[config.mk]
export PLATFORM = sky130hd
export DESIGN_NAME = bscan_chain
export DESIGN_NICKNAME = d
export VERILOG_FILES = /design/src/rtl/bscan_pkg.sv /design/src/rtl/bsc_shift_stage.sv /design/src/rtl/bsc_upd_latch.sv /design/src/rtl/bsc_pin_drv.sv /design/src/rtl/bscan_chain.sv
export SDC_FILE = /design/constraint.sdc
export NUM_CORES = 1
export LEC_CHECK = 0
export CAP_MARGIN = 15
export CORE_MARGIN = 2
export CORE_UTILIZATION = 44
export DETAILED_ROUTE_END_ITERATION = 8
export PLACE_DENSITY = 0.74
export SETUP_SLACK_MARGIN = 0.2
export SYNTH_ARGS = -nofsm -noshare
export SYNTH_HDL_FRONTEND = slang
export SYNTH_HIERARCHICAL = 1
export SYNTH_SLANG_ARGS = --single-unit
[constraint.sdc]
create_clock -name tck -period 0.91 [get_ports tck]
set_input_delay 0.2275 -clock tck [delete_from_list [all_inputs] [get_ports tck]]
set_output_delay 0.2275 -clock tck [all_outputs]
set_load 0.005 [all_outputs]
[src/rtl/bscan_pkg.sv]
package bscan_pkg;

   // Cell index helpers: inputs first, then data/control pairs for the
   // tri-state outputs, then input/data/control triples for the
   // bidirectional pins.
   function automatic int chain_len(int ni, int nt, int nb);
      return ni + 2 * nt + 3 * nb;
   endfunction

   function automatic int tri_data_idx(int ni, int k);
      return ni + 2 * k;
   endfunction

   function automatic int tri_ctrl_idx(int ni, int k);
      return ni + 2 * k + 1;
   endfunction

   function automatic int bi_in_idx(int ni, int nt, int k);
      return ni + 2 * nt + 3 * k;
   endfunction

   function automatic int bi_data_idx(int ni, int nt, int k);
      return ni + 2 * nt + 3 * k + 1;
   endfunction

   function automatic int bi_ctrl_idx(int ni, int nt, int k);
      return ni + 2 * nt + 3 * k + 2;
   endfunction

   // Safe values loaded into the update latches by reset
   localparam logic SAFE_DATA = 1'b0;
   localparam logic SAFE_CTRL = 1'b1;

endpackage

[src/rtl/bsc_shift_stage.sv]
module bsc_shift_stage (
   input  logic tck,
   input  logic rst_n,
   input  logic cap,
   input  logic shf,
   input  logic cap_val,
   input  logic ser_in,
   output logic q
);

   always_ff @(posedge tck or negedge rst_n) begin
      if (!rst_n)
         q <= 1'b0;
      else if (cap)
         q <= cap_val;
      else if (shf)
         q <= ser_in;
   end

endmodule

[src/rtl/bsc_upd_latch.sv]
module bsc_upd_latch #(
   parameter logic SAFE = 1'b0
) (
   input  logic tck,
   input  logic rst_n,
   input  logic upd,
   input  logic d,
   output logic q
);

   always_ff @(negedge tck or negedge rst_n) begin
      if (!rst_n)
         q <= SAFE;
      else if (upd)
         q <= d;
   end

endmodule

[src/rtl/bsc_pin_drv.sv]
module bsc_pin_drv (
   input  logic extest,
   input  logic core_d,
   input  logic core_en,
   input  logic lat_d,
   input  logic lat_en,
   output logic pad_d,
   output logic pad_en
);

   always_comb begin
      if (extest) begin
         pad_d  = lat_d;
         pad_en = lat_en;
      end else begin
         pad_d  = core_d;
         pad_en = core_en;
      end
   end

endmodule

[src/rtl/bscan_chain.sv]
module bscan_chain
   import bscan_pkg::*;
#(
   parameter int N_IN  = 2,
   parameter int N_TRI = 2,
   parameter int N_BI  = 2
) (
   input  logic             tck,
   input  logic             rst_n,
   input  logic             tdi,
   input  logic             cap_dr,
   input  logic             shf_dr,
   input  logic             upd_dr,
   input  logic             extest,
   input  logic [N_TRI-1:0] core_out,
   input  logic [N_TRI-1:0] core_oe,
   input  logic [N_BI-1:0]  core_bo,
   input  logic [N_BI-1:0]  core_boe,
   input  logic [N_IN-1:0]  pin_in,
   input  logic [N_BI-1:0]  pin_bi,
   output logic [N_TRI-1:0] pin_out,
   output logic [N_TRI-1:0] pin_oe,
   output logic [N_BI-1:0]  pin_bo,
   output logic [N_BI-1:0]  pin_boe,
   output logic [N_IN-1:0]  core_in,
   output logic [N_BI-1:0]  core_bi,
   output logic             tdo
);

   localparam int LEN = chain_len(N_IN, N_TRI, N_BI);

   if (N_IN < 1 || N_TRI < 1 || N_BI < 1) begin : g_bad_counts
      $error("bscan_chain: each pin kind needs at least one pin");
   end
   if (LEN > 1024) begin : g_bad_len
      $error("bscan_chain: chain too long");
   end

   logic [LEN-1:0] chain_q;
   logic [LEN-1:0] cap_val;
   logic [LEN-1:0] ser_in;

   // Serial path: cell i takes cell i+1, top cell takes tdi
   assign ser_in = {tdi, chain_q[LEN-1:1]};
   assign tdo    = chain_q[0];

   // Core-side inputs observe the pins without intrusion
   assign core_in = pin_in;
   assign core_bi = pin_bi;

   for (genvar i = 0; i < LEN; i++) begin : g_cell
      bsc_shift_stage u_stage (
         .tck    (tck),
         .rst_n  (rst_n),
         .cap    (cap_dr),
         .shf    (shf_dr),
         .cap_val(cap_val[i]),
         .ser_in (ser_in[i]),
         .q      (chain_q[i])
      );
   end

   for (genvar k = 0; k < N_IN; k++) begin : g_in
      assign cap_val[k] = pin_in[k];
   end

   for (genvar k = 0; k < N_TRI; k++) begin : g_tri
      localparam int DI = tri_data_idx(N_IN, k);
      localparam int CI = tri_ctrl_idx(N_IN, k);
      logic lat_d, lat_en;

      assign cap_val[DI] = core_out[k];
      assign cap_val[CI] = core_oe[k];

      bsc_upd_latch #(.SAFE(SAFE_DATA)) u_dlat (
         .tck(tck), .rst_n(rst_n), .upd(upd_dr), .d(chain_q[DI]), .q(lat_d)
      );
      bsc_upd_latch #(.SAFE(SAFE_CTRL)) u_clat (
         .tck(tck), .rst_n(rst_n), .upd(upd_dr), .d(chain_q[CI]), .q(lat_en)
      );
      bsc_pin_drv u_drv (
         .extest (extest),
         .core_d (core_out[k]),
         .core_en(core_oe[k]),
         .lat_d  (lat_d),
         .lat_en (lat_en),
         .pad_d  (pin_out[k]),
         .pad_en (pin_oe[k])
      );
   end

   for (genvar k = 0; k < N_BI; k++) begin : g_bi
      localparam int II = bi_in_idx(N_IN, N_TRI, k);
      localparam int DI = bi_data_idx(N_IN, N_TRI, k);
      localparam int CI = bi_ctrl_idx(N_IN, N_TRI, k);
      logic lat_d, lat_en;

      assign cap_val[II] = pin_bi[k];
      assign cap_val[DI] = core_bo[k];
      assign cap_val[CI] = core_boe[k];

      bsc_upd_latch #(.SAFE(SAFE_DATA)) u_dlat (
         .tck(tck), .rst_n(rst_n), .upd(upd_dr), .d(chain_q[DI]), .q(lat_d)
      );
      bsc_upd_latch #(.SAFE(SAFE_CTRL)) u_clat (
         .tck(tck), .rst_n(rst_n), .upd(upd_dr), .d(chain_q[CI]), .q(lat_en)
      );
      bsc_pin_drv u_drv (
         .extest (extest),
         .core_d (core_bo[k]),
         .core_en(core_boe[k]),
         .lat_d  (lat_d),
         .lat_en (lat_en),
         .pad_d  (pin_bo[k]),
         .pad_en (pin_boe[k])
      );
   end

endmodule

# Word level (Yosys, flattened, before mapping)
# Cells that the tools add are included.
[totals] register_bits=20 output_inout_bits=13
[op_classes] n_mux=32 n_reduce_logical=1
[op_table] operator="$mux W1" n=32
[op_table] operator="$reduce_bool A2 Y1" n=1

# Logic depth before layout (Yosys ltp)
[logic_depth] word_depth=2 mapped_depth=2

# Cells and area by module
# The synthesis kept the hierarchy.
[by_module_without_submodules] module="bsc_shift_stage" instances=12 cells_per_inst=4 area_per_inst_um2=43.8 seq_area_each_um2=25.0
[by_module_without_submodules] module="bsc_upd_latch at g_bi[0].u_clat ..." instances=4 cells_per_inst=3 area_per_inst_um2=45.0 seq_area_each_um2=26.3
[by_module_without_submodules] module="bsc_upd_latch at g_bi[0].u_dlat ..." instances=4 cells_per_inst=2 area_per_inst_um2=40.0 seq_area_each_um2=25.0
[by_module_without_submodules] module="bsc_pin_drv" instances=4 cells_per_inst=2 area_per_inst_um2=22.5 seq_area_each_um2=0.0
[by_module_without_submodules] module="bscan_chain" instances=1 cells_per_inst=4 area_per_inst_um2=30.0 seq_area_each_um2=0.0

==> qor.yml <==
placement:
  io_buffer_count: 31
  dpl_cell_area_mm2: 0.001546
  gp_congestion: 0.7438
  hpwlAfterDp_um: 1681
  dp_slack_ns: -0.9667
critical_path:
  worstSetupPathType: "register to output pin"
  path_cells: "mux2_4 -> buf_6"
  max_stage_delay_ns: 0.53
  slowest_stage: "dfstp_2"
  end_kind: "output pin"
  critPathLaunchType: "register"
  cp_max_fo: 2
  required_ns: 0.68
  arrival_ns: 1.59
floorplanning:
  io_pins: 32
  rows: 17
  start_util: 0.4544
  die_y_um: 51.34
  floorplan.die_area_mm2: 0.002635
  die_x_um: 51.34
  core_mm2: 0.002170
synthesis:
  synth_seq_cells: 20
  synthXorXnorAreaFrac: 0
  seq_area_frac_synth: 0.5127
  synth-compound-area-share: 0.06091
  yosys.area_share.simple: 0.04569
  syn_area_per_cell_um2: 12.32
  synthCells: 80
  synth_adder_area_share: 0
  syn_nets: 99
  yosysWarnings: 6
  muxShareOfSynthArea: 0.3350
  synth_top_family_by_area: "multiplexers"
  syn_area_um2: 985.9
  synth.distinct_cells: 10
sta:
  tightest_slew_ns: 0.1699
  setup_viol: 27
  skew_ns: 0.06687
  rsz0062_at_grt: "true"
  slew_headroom: 0.8835
  final_max_slew_viol_count: 0
  hold_viol: 0
  setup_ws_ns: -0.9036
global_route:
  grt_first_pass_wirelength_um: 4554
  grt_pass1_vias: 939
  grt_max_degree: 13
  grt_overflow_total: 0
  antenna_found_initial: 0
  grt_usage: 0.2369
cells_and_area:
  antenna_cells: 0
  regArea_um2: 505.5
  nets: 171
  area_delta_synth_final_pct: 82.11
  drive_gt1_frac: 0.5563
  final_design_area_no_fill_mm2: 0.001795
  fillerInstances: 128
  multi_input_area_um2: 469.2
cts:
  cts_made_buffers: 3
  root_buffer: "clkbuf_4"
  insertion_delay_ns: 0.37
  htreeDepth: 1
  path_clk_slew_ns: 0.12
  cts.sinks: 20
  tritoncts: "yes"
  clock_path_buffers: 2
job:
  cap_violations: 0
route:
  drtPass1Iterations: 4
  antenna_left: 0
  wl_per_cell_um: 17.15
  drt_iter0_markers: 3
  vias: 893
  drc: 0
  vias_per_cell: 4.989
  wl_um: 3070
outcome:
  violations: "setup timing"
  status: "finished with violations"
power_and_ir_drop:
  peakVddDrop_mv: 1.066
  p_leak_uw: 0.0009160
  finalPower_uw: 2512
  powerDensity_mw_per_mm2: 1399
hold_path:
  min_path_type: "input pin to asynchronous set/reset pin"
## state kept, by name, summed over array words and instances, names as in the netlist
signal / cells
g_tri.u_dlat/q: 2
g_tri.u_clat/q: 2
g_bi.u_dlat/q: 2
g_cell.u_stage/q: 12
g_bi.u_clat/q: 2
## cell usage in the layout (no fill, tap or decap)
| cell | instances |
|---|---|
| buf_12 | 5 |
| buf_16 | 1 |
| buf_2 | 9 |
| buf_4 | 17 |
| buf_6 | 24 |
| bufbuf_16 | 1 |
| clkbuf_4 | 3 |
| clkdlybuf4s15_2 | 2 |
| clkdlybuf4s50_1 | 10 |
| clkinvlp_2 | 1 |
| dfrtn_1 | 4 |
| dfrtp_1 | 12 |
| dfstp_2 | 4 |
| dlygate4sd2_1 | 2 |
| inv_1 | 4 |
| mux2_4 | 16 |
| mux2i_1 | 11 |
| mux2i_2 | 1 |
| nand2_1 | 12 |
| o21ai_1 | 12 |
## critical path, delay by kind of cell (launching register included)
family / cells / cell delay (ns)
multiplexers: 1 / 0.15
flip-flops: 1 / 0.53
buffers and inverters: 1 / 0.09
## metal layers
metal / share of wire / wire [um] / up-vias / GRT usage
met5: 0 / 0 / - / 0
met4: 0.015 / 47 / 0 / 0.02632
met3: 0.030 / 91 / 4 / 0.04386
met2: 0.53 / 1632 / 23 / 0.4242
met1: 0.42 / 1299 / 448 / 0.3075
li1: - / - / 418 / -
## metrics by stage
stage	utilization	TNS, ns	hold slack, ns	instances
finish	0.8276	-10.14	0.08175	179
CTS	0.7797	-9.533	0.06505	170
floorplan	-	-5.228	-0.06809	80
global route	0.8276	-11.04	0.06852	179
global placement	0.7128	-22.98	0.4658	157
detailed placement	0.7128	-23.50	0.4699	157
## final timing paths
kind	to	slack, ns	startpoint	cells after the start
min	g_cell[3].u_stage/q	0.08	rst_n	3
max in group asynchronous	g_tri[1].u_clat/q	0.34	rst_n	2
max reg2reg	g_bi[1].u_dlat/q	-0.38	g_cell[10].u_stage/q	1
max	pin_boe[0]	-0.90	g_bi[0].u_clat/q	2
min in group tck	g_cell[1].u_stage/q	0.14	pin_in[1]	3
min reg2reg	g_bi[0].u_dlat/q	0.51	g_bi[0].u_dlat/q	1
## Yosys cell counts
cell,number,area share
dfstp_2,4,0.11
buf_4,4,0.030
mux2_2,8,0.091
nand2_1,12,0.046
dfrtp_1,12,0.30
o21ai_1,12,0.061
mux2_4,8,0.12
inv_1,4,0.015
mux2i_1,12,0.12
dfrtn_1,4,0.10
## cell type report
class	count	area share
Timing Repair Buffer	71	0.4139
Clock buffer	3	0.01254
Clock inverter	5	0.01115
Multi-Input combinational cell	52	0.2613
Sequential cell	20	0.2815
Tap cell	28	0.01951
## cells by family after synthesis
logic type | count (synthesis)
compound gates | 12
buf+inv | 8
flops | 20
mux | 28
simple gates | 12
## power by group
group          leakage (uW)  switching [uW]  internal, uW
clock             0.0000352             328           184
sequential         0.000237            77.8          1020
combinational      0.000644             289           614
total              0.000916             695          1820
## repair_timing
item                       4_1_cts  5_1_grt
resized for setup               89        9
pin swaps                        4        6
setup buffers                    7        9
setup endpoints to repair       41       29
cloned                           2        0
hold buffers                     0        0
Power figures use the tool's default switching activity.
